## config.mk

```make
export PLATFORM = sky130hd
export DESIGN_NAME = fuse_read_window_guard
export DESIGN_NICKNAME = d
export VERILOG_FILES = /design/src/rtl/fuse_guard_pkg.sv /design/src/rtl/fuse_guard_regs.sv /design/src/rtl/fuse_guard_gate.sv /design/src/rtl/fuse_read_window_guard.sv
export SDC_FILE = /design/constraint.sdc
export NUM_CORES = 1
export LEC_CHECK = 0
export ABC_AREA = 1
export BUFFER_PORTS_ARGS = -buffer_cell sky130_fd_sc_hd__buf_4
export CAP_MARGIN = 20
export CORE_MARGIN = 1
export CORE_UTILIZATION = 48
export CTS_CLUSTER_SIZE = 10
export DETAILED_ROUTE_END_ITERATION = 8
export GPL_TIMING_DRIVEN = 1
export HOLD_SLACK_MARGIN = 0.08
export PLACE_DENSITY_LB_ADDON = 0.3
export REMOVE_ABC_BUFFERS = 1
export SLEW_MARGIN = 10
export SYNTH_ARGS = -nofsm -noshare
export SYNTH_HDL_FRONTEND = slang
export SYNTH_SLANG_ARGS = --single-unit
```

## constraint.sdc

```tcl
create_clock -name pclk -period 1.9 [get_ports pclk]
set_input_delay 0.285 -clock pclk [delete_from_list [all_inputs] [get_ports pclk]]
set_output_delay 0.285 -clock pclk [all_outputs]
set_load 0.01 [all_outputs]
```

## src/rtl/fuse_guard_pkg.sv

```systemverilog
package fuse_guard_pkg;
  localparam int WORD_SEL_LSB = 2;
  localparam logic [1:0] WORD_LO  = 2'd0;
  localparam logic [1:0] WORD_HI  = 2'd1;
  localparam logic [1:0] WORD_CTL = 2'd2;
  localparam int CTL_EN   = 0;
  localparam int CTL_SEAL = 1;
  localparam int CTL_VIOL = 2;
endpackage

```

## src/rtl/fuse_guard_regs.sv

```systemverilog
module fuse_guard_regs
  import fuse_guard_pkg::*;
#(
  parameter int AW  = 16,
  parameter int PAW = 4
) (
  input  logic          pclk,
  input  logic          por_n,
  input  logic          soft_rst_n,
  input  logic          psel,
  input  logic          penable,
  input  logic          pwrite,
  input  logic [PAW-1:0] paddr,
  input  logic [31:0]   pwdata,
  output logic [31:0]   prdata,
  input  logic          deny_evt,
  output logic [AW-1:0] win_lo,
  output logic [AW-1:0] win_hi,
  output logic          win_en
);
  logic [AW-1:0] lo_q, hi_q;
  logic          seal_q, en_q, viol_q;
  logic [1:0]    word;
  logic          wr_acc, lo_wr, hi_wr, ctl_wr, seal_evt, viol_clr;

  assign word     = paddr[WORD_SEL_LSB +: 2];
  assign wr_acc   = psel & penable & pwrite;
  assign lo_wr    = wr_acc && (word == WORD_LO);
  assign hi_wr    = wr_acc && (word == WORD_HI);
  assign ctl_wr   = wr_acc && (word == WORD_CTL);
  assign seal_evt = hi_wr && !seal_q;
  assign viol_clr = ctl_wr && pwdata[CTL_VIOL];

  always_ff @(posedge pclk or negedge por_n) begin
    if (!por_n) begin
      lo_q   <= '0;
      hi_q   <= '0;
      seal_q <= 1'b0;
    end else begin
      if (lo_wr && !seal_q) lo_q <= pwdata[AW-1:0];
      if (seal_evt) begin
        hi_q   <= pwdata[AW-1:0];
        seal_q <= 1'b1;
      end
    end
  end

  always_ff @(posedge pclk or negedge soft_rst_n) begin
    if (!soft_rst_n) begin
      en_q   <= 1'b0;
      viol_q <= 1'b0;
    end else begin
      if (ctl_wr) en_q <= pwdata[CTL_EN];
      if (deny_evt)      viol_q <= 1'b1;
      else if (viol_clr) viol_q <= 1'b0;
    end
  end

  always_comb begin
    prdata = '0;
    if (psel && !pwrite) begin
      case (word)
        WORD_LO:  prdata[AW-1:0] = lo_q;
        WORD_HI:  prdata[AW-1:0] = hi_q;
        WORD_CTL: begin
          prdata[CTL_EN]   = en_q;
          prdata[CTL_SEAL] = seal_q;
          prdata[CTL_VIOL] = viol_q;
        end
        default:  prdata = '0;
      endcase
    end
  end

  assign win_lo = lo_q;
  assign win_hi = hi_q;
  assign win_en = en_q;

  a_r3_lo_frozen: assert property (@(posedge pclk) disable iff (!por_n)
    seal_q |=> $stable(lo_q));
  a_r3_hi_frozen: assert property (@(posedge pclk) disable iff (!por_n)
    seal_q |=> $stable(hi_q));
  a_r4_seal_holds: assert property (@(posedge pclk) disable iff (!por_n)
    seal_q |=> seal_q);
  a_r3_seal_on_hi: assert property (@(posedge pclk) disable iff (!por_n)
    hi_wr |=> seal_q);
  a_r8_viol_sticky: assert property (@(posedge pclk) disable iff (!soft_rst_n)
    (viol_q && !viol_clr) |=> viol_q);
  a_r8_viol_set: assert property (@(posedge pclk) disable iff (!soft_rst_n)
    deny_evt |=> viol_q);
endmodule

```

## src/rtl/fuse_guard_gate.sv

```systemverilog
module fuse_guard_gate #(
  parameter int AW = 16,
  parameter int DW = 8
) (
  input  logic          pclk,
  input  logic          soft_rst_n,
  input  logic          rd_req,
  input  logic [AW-1:0] rd_addr,
  input  logic [AW-1:0] win_lo,
  input  logic [AW-1:0] win_hi,
  input  logic          win_en,
  output logic          mac_req,
  output logic [AW-1:0] mac_addr,
  input  logic          mac_done,
  input  logic [DW-1:0] mac_data,
  output logic          rd_done,
  output logic [DW-1:0] rd_data,
  output logic          deny_evt
);
  function automatic logic in_window(input logic [AW-1:0] a, input logic [AW-1:0] lo,
                                     input logic [AW-1:0] hi, input logic en);
    return en && (a >= lo) && (a <= hi);
  endfunction

  logic hit, deny_q;

  assign hit      = in_window(rd_addr, win_lo, win_hi, win_en);
  assign deny_evt = rd_req & hit;
  assign mac_req  = rd_req & ~hit;
  assign mac_addr = rd_addr;

  always_ff @(posedge pclk or negedge soft_rst_n) begin
    if (!soft_rst_n) deny_q <= 1'b0;
    else             deny_q <= deny_evt;
  end

  assign rd_done = deny_q | mac_done;
  assign rd_data = deny_q ? '0 : mac_data;

  a_r5_no_forward: assert property (@(posedge pclk) disable iff (!soft_rst_n)
    deny_evt |-> !mac_req);
  a_r6_zero_done: assert property (@(posedge pclk) disable iff (!soft_rst_n)
    deny_evt |=> (rd_done && rd_data == '0));
  a_r7_pass: assert property (@(posedge pclk) disable iff (!soft_rst_n)
    (rd_req && !deny_evt) |-> (mac_req && mac_addr == rd_addr));
endmodule

```

## src/rtl/fuse_read_window_guard.sv

```systemverilog
module fuse_read_window_guard #(
  parameter int AW  = 16,
  parameter int DW  = 8,
  parameter int PAW = 4
) (
  input  logic           pclk,
  input  logic           por_n,
  input  logic           presetn,
  input  logic           psel,
  input  logic           penable,
  input  logic           pwrite,
  input  logic [PAW-1:0] paddr,
  input  logic [31:0]    pwdata,
  output logic [31:0]    prdata,
  input  logic           rd_req,
  input  logic [AW-1:0]  rd_addr,
  output logic           rd_done,
  output logic [DW-1:0]  rd_data,
  output logic           mac_req,
  output logic [AW-1:0]  mac_addr,
  input  logic           mac_done,
  input  logic [DW-1:0]  mac_data
);
  logic          soft_rst_n;
  logic [AW-1:0] win_lo, win_hi;
  logic          win_en, deny_evt;

  assign soft_rst_n = presetn & por_n;

  fuse_guard_regs #(.AW(AW), .PAW(PAW)) u_regs (
    .pclk(pclk), .por_n(por_n), .soft_rst_n(soft_rst_n),
    .psel(psel), .penable(penable), .pwrite(pwrite), .paddr(paddr),
    .pwdata(pwdata), .prdata(prdata), .deny_evt(deny_evt),
    .win_lo(win_lo), .win_hi(win_hi), .win_en(win_en)
  );

  fuse_guard_gate #(.AW(AW), .DW(DW)) u_gate (
    .pclk(pclk), .soft_rst_n(soft_rst_n), .rd_req(rd_req), .rd_addr(rd_addr),
    .win_lo(win_lo), .win_hi(win_hi), .win_en(win_en),
    .mac_req(mac_req), .mac_addr(mac_addr), .mac_done(mac_done),
    .mac_data(mac_data), .rd_done(rd_done), .rd_data(rd_data),
    .deny_evt(deny_evt)
  );
endmodule

```

==> impl.org <==
** Outcome
- The flow ran to the end, but the final reports show violations.
- The checks that failed: negative setup slack.

** Routing
- Routed wirelength normalized by instance count :: 12.34 um
- For this block, the routed nets add up to 6.962 mm of wire.
- The count of nets left with antenna violations once routing finished came out at 0.
- DRT Pass-1 Iters :: 4
- Vias :: 2728
- Initial drt markers :: 159
- Drt via density :: 4.837
- After detailed routing, the number of remaining DRC violations is 0.

** Power
- Of the total power, the clock network draws 33.1%.
- Proportion of power drawn by combinational gates :: 22.4%
- Sequential cells account for 44.5% of the total power.
- Total chip power :: 1.779 mW
- The internal portion of the total power is 1.291 mW.
- In this run the static leakage power is 1.999 nW.
- Switching fraction of total power :: 27.41%
- Net switching component of the power :: 0.4875 mW
- PwrDens :: 461.3 nW/um2
- VDD sags by at most 0.2741 mV.

** Cells and area
- Layout overhead on the synthesized area :: 33.07%
- # fillers :: 489
- Commonest non-fill, non-tap cell in the layout :: sky130_fd_sc_hd__buf_4
- The finished cells cover 3856 um2.
- ANT cells :: 0
- Fin util :: 67.95%
- Number of standard cells in the final layout excluding fillers :: 564
- In the layout the commonest cells are sky130_fd_sc_hd__buf_4, sky130_fd_sc_hd__nand2_1, sky130_fd_sc_hd__inv_1.
- Number of nets at the end of the flow :: 592
- The post-route netlist has 35.16% of its cells at a drive strength greater than 1.

** Worst setup path
- The worst setup path is launched from a flip-flop.
- Data on the critical path is required at its endpoint by 1620 ps.
- Crit path arrival time :: 1800 ps
- The worst setup path is captured at an output pin.
- Worst Path Class, Setup :: reg -> out
- Of all nets on the critical path, the largest fanout is 3.

** Logic synthesis
- In the post-synthesis netlist, the biggest area contributors are sky130_fd_sc_hd__dfrtp_1, sky130_fd_sc_hd__ha_1, sky130_fd_sc_hd__nand2_1.
- Sequential-to-total area share from yosys stat :: 31.09%
- Synth Instances :: 397
- After synthesis the cells add up to 2898 um2.
- For this run, the number of Yosys warnings is 0.
- Number of storage elements in the synthesis netlist :: 36
- Yosys mapped the design onto 27 distinct sky130hd cell types.
- A synthesized cell averages 7.299 um2.
- Of all cell types, the one taking the most synthesized area is sky130_fd_sc_hd__dfrtp_1.
- Fraction of synthesized cell area taken by the top area cell type :: 31.09%

** Placement
- In this run, placement finished with an instance count of 538.
- Half-perimeter wire length after detailed placement :: 4.894 mm
- Once placement finished, the instance area stood at 3457 um2.
- At the end of routability-driven placement, the weighted congestion stood at 0.8090.
- Port buffering added 91 buffers.

** Die
- The die is 79.70 um wide.
- From bottom edge to top edge, the die measures 79.70 um.
- Starting Density :: 51.06%
- Area inside the core boundary :: 5675 um2
- The initialized floorplan defines 27 standard-cell rows.
- Die area :: 6352 um2
- Pin placement for this block handled 126 I/O pins.

** Timing
- Final Slew Violations :: 0
- Max Clock Skew :: 0.9886 ps
- Part of the cycle the worst path needs :: 109.8%
- Slew headroom :: 61.20%
- Setup repair after global routing missed its margin :: yes
- Final hold violations :: 0
- After layout, the minimum clock period comes to 2087 ps.
- For this run, the top clock speed supported by timing is 0.4791 GHz.
- Worst Max-Slew Pin Slew :: 581.4 ps
- Once routing completed, OpenROAD measured the worst setup slack at -187.1 ps.
- Setup violations remaining at the end of the flow were counted as 1.

** Clocking
- Num CTS Buffers :: 5
- After clock tree synthesis, the clock-pin slew on the worst setup and hold paths is 70 ps.
- Counting along the longest clock path gives a buffer depth of 2.
- The tree is rooted in a sky130_fd_sc_hd__clkbuf_8.
- The clock drives 36 sinks.
- Clock latency at the later pin of the worst-skew pair :: 290 ps
- TritonCTS built the clock tree.
- H-Tree Depth :: 2

** Global routing
- The number of antenna violations at the first check in global routing is 0.
- Global-route wire length before repair :: 10.85 mm
- For this run the aggregate overflow at the end of global routing stands at 0.
- Maximum number of pins on one net before global-route repair :: 35
- The number of global-route vias before repair is 2444.
- Global routing used 22.12% of the available tracks.

** Worst hold path
- Type of the worst min-delay path :: in -> reg

** Run
- Count of maximum capacitance violations :: 0
## layer usage
metal / wire length, um / share of wire [%] / GRT usage [%] / vias up
met5: 0 / 0 / 0 / -
met4: 96 / 1.4 / 6.545 / 0
met3: 401 / 5.8 / 3.543 / 8
met2: 3569 / 51 / 39.66 / 99
met1: 2895 / 42 / 26.95 / 1241
li1: - / - / - / 1380
## area by class of cell
| cell class | instances | area [um2] | share of cell area, % |
|---|---|---|---|
| Clock buffer | 7 | 96.34 | 2.498 |
| Inverter | 79 | 299.0 | 7.755 |
| Timing Repair Buffer | 115 | 868.3 | 22.52 |
| Multi-Input combinational cell | 255 | 1602 | 41.53 |
| Tap cell | 72 | 90.09 | 2.336 |
| Sequential cell | 36 | 900.9 | 23.36 |
## metrics by stage
stage                     TNS, ps  hold WS [ps]  worst slack (ps)
after floorplan                 0        -10.59             194.6
after global placement          0         171.3             12.25
after detailed placement   -28.01         173.1            -28.01
after CTS                  -186.4         254.5            -186.4
after global routing       -287.2         258.7            -287.2
final                      -187.1         256.4            -187.1
## critical path, stage by stage, from the launching register on
cell,delay (ps)
sky130_fd_sc_hd__dfrtp_1,380
sky130_fd_sc_hd__inv_1,50
sky130_fd_sc_hd__ha_1,270
sky130_fd_sc_hd__nand2_1,90
sky130_fd_sc_hd__o21a_1,200
sky130_fd_sc_hd__nand2_1,60
sky130_fd_sc_hd__nand2_1,50
sky130_fd_sc_hd__nand2_1,70
sky130_fd_sc_hd__nand2_2,60
sky130_fd_sc_hd__a21boi_1,140
sky130_fd_sc_hd__buf_4,140
## power groups by stage
| stage | Clock [mW] | Combinational [mW] | Sequential [mW] |
|---|---|---|---|
| after floorplan | 0 | 0.158 | 0.802 |
| after global placement | 0 | 0.351 | 0.804 |
| after detailed placement | 0 | 0.362 | 0.806 |
| after CTS | 0.607 | 0.378 | 0.790 |
| after global routing | 0.648 | 0.446 | 0.792 |
| final | 0.589 | 0.399 | 0.791 |
## cell families after synthesis
logic type | synth area share (%)
simple gates | 19.52
buf+inv | 20.94
compound gates | 14.51
fa+ha+maj | 13.82
other cells | 0.1294
flops | 31.09
## final timing paths
| check | start | endpoint | depth (start not counted) | slack (ps) |
|---|---|---|---|---|
| max | u_regs.win_hi[6] | mac_req | 10 | -190 |
| min | pwdata[15] | u_regs.win_hi[15] | 3 | 260 |
| max reg2reg | u_regs.win_lo[11] | u_regs.viol_q | 9 | 300 |
| min reg2reg | u_regs.win_lo[2] | u_regs.win_lo[2] | 2 | 500 |
| max in group asynchronous | por_n | u_regs.win_en | 4 | 970 |
| min in group asynchronous | presetn | u_gate.deny_q | 4 | 420 |
## cell usage after synthesis
cell                       count
sky130_fd_sc_hd__nand3_2       1
sky130_fd_sc_hd__buf_2         3
sky130_fd_sc_hd__nand3_1       4
sky130_fd_sc_hd__or2_2         1
sky130_fd_sc_hd__o21ai_2      16
sky130_fd_sc_hd__nor3_1        2
sky130_fd_sc_hd__ha_1         32
sky130_fd_sc_hd__clkbuf_1      3
sky130_fd_sc_hd__nand4_1       3
sky130_fd_sc_hd__a21oi_1      28
sky130_fd_sc_hd__inv_1        78
sky130_fd_sc_hd__nor2_4        1
sky130_fd_sc_hd__inv_4         1
sky130_fd_sc_hd__and3_2        1
sky130_fd_sc_hd__nand2_2       1
sky130_fd_sc_hd__nor2_1       17
sky130_fd_sc_hd__nand3_4       1
sky130_fd_sc_hd__dfrtp_1      36
sky130_fd_sc_hd__o221ai_1      1
sky130_fd_sc_hd__buf_6         3
sky130_fd_sc_hd__conb_1        1
sky130_fd_sc_hd__a21boi_0      1
sky130_fd_sc_hd__o22ai_1       1
sky130_fd_sc_hd__buf_4        33
sky130_fd_sc_hd__nand2_1     105
sky130_fd_sc_hd__o21a_1        1
sky130_fd_sc_hd__o21ai_0      22
## repair_timing
| item | CTS | global route |
|---|---|---|
| buffers inserted | 9 | 8 |
| resized for setup | 14 | 20 |
| setup endpoints to repair | 1 | 1 |
| pin swaps | 7 | 6 |
| endpoints found under the hold margin | 36 | 0 |
| hold buffers | 2 | 0 |
## state kept, by name, summed over array words and instances (netlist names)
| register | cells |
|---|---|
| u_regs.viol_q | 1 |
| u_regs.seal_q | 1 |
| u_gate.deny_q | 1 |
| u_regs.win_hi | 16 |
| u_regs.win_en | 1 |
| u_regs.win_lo | 16 |
No activity file was read; power rests on OpenSTA's default activity.
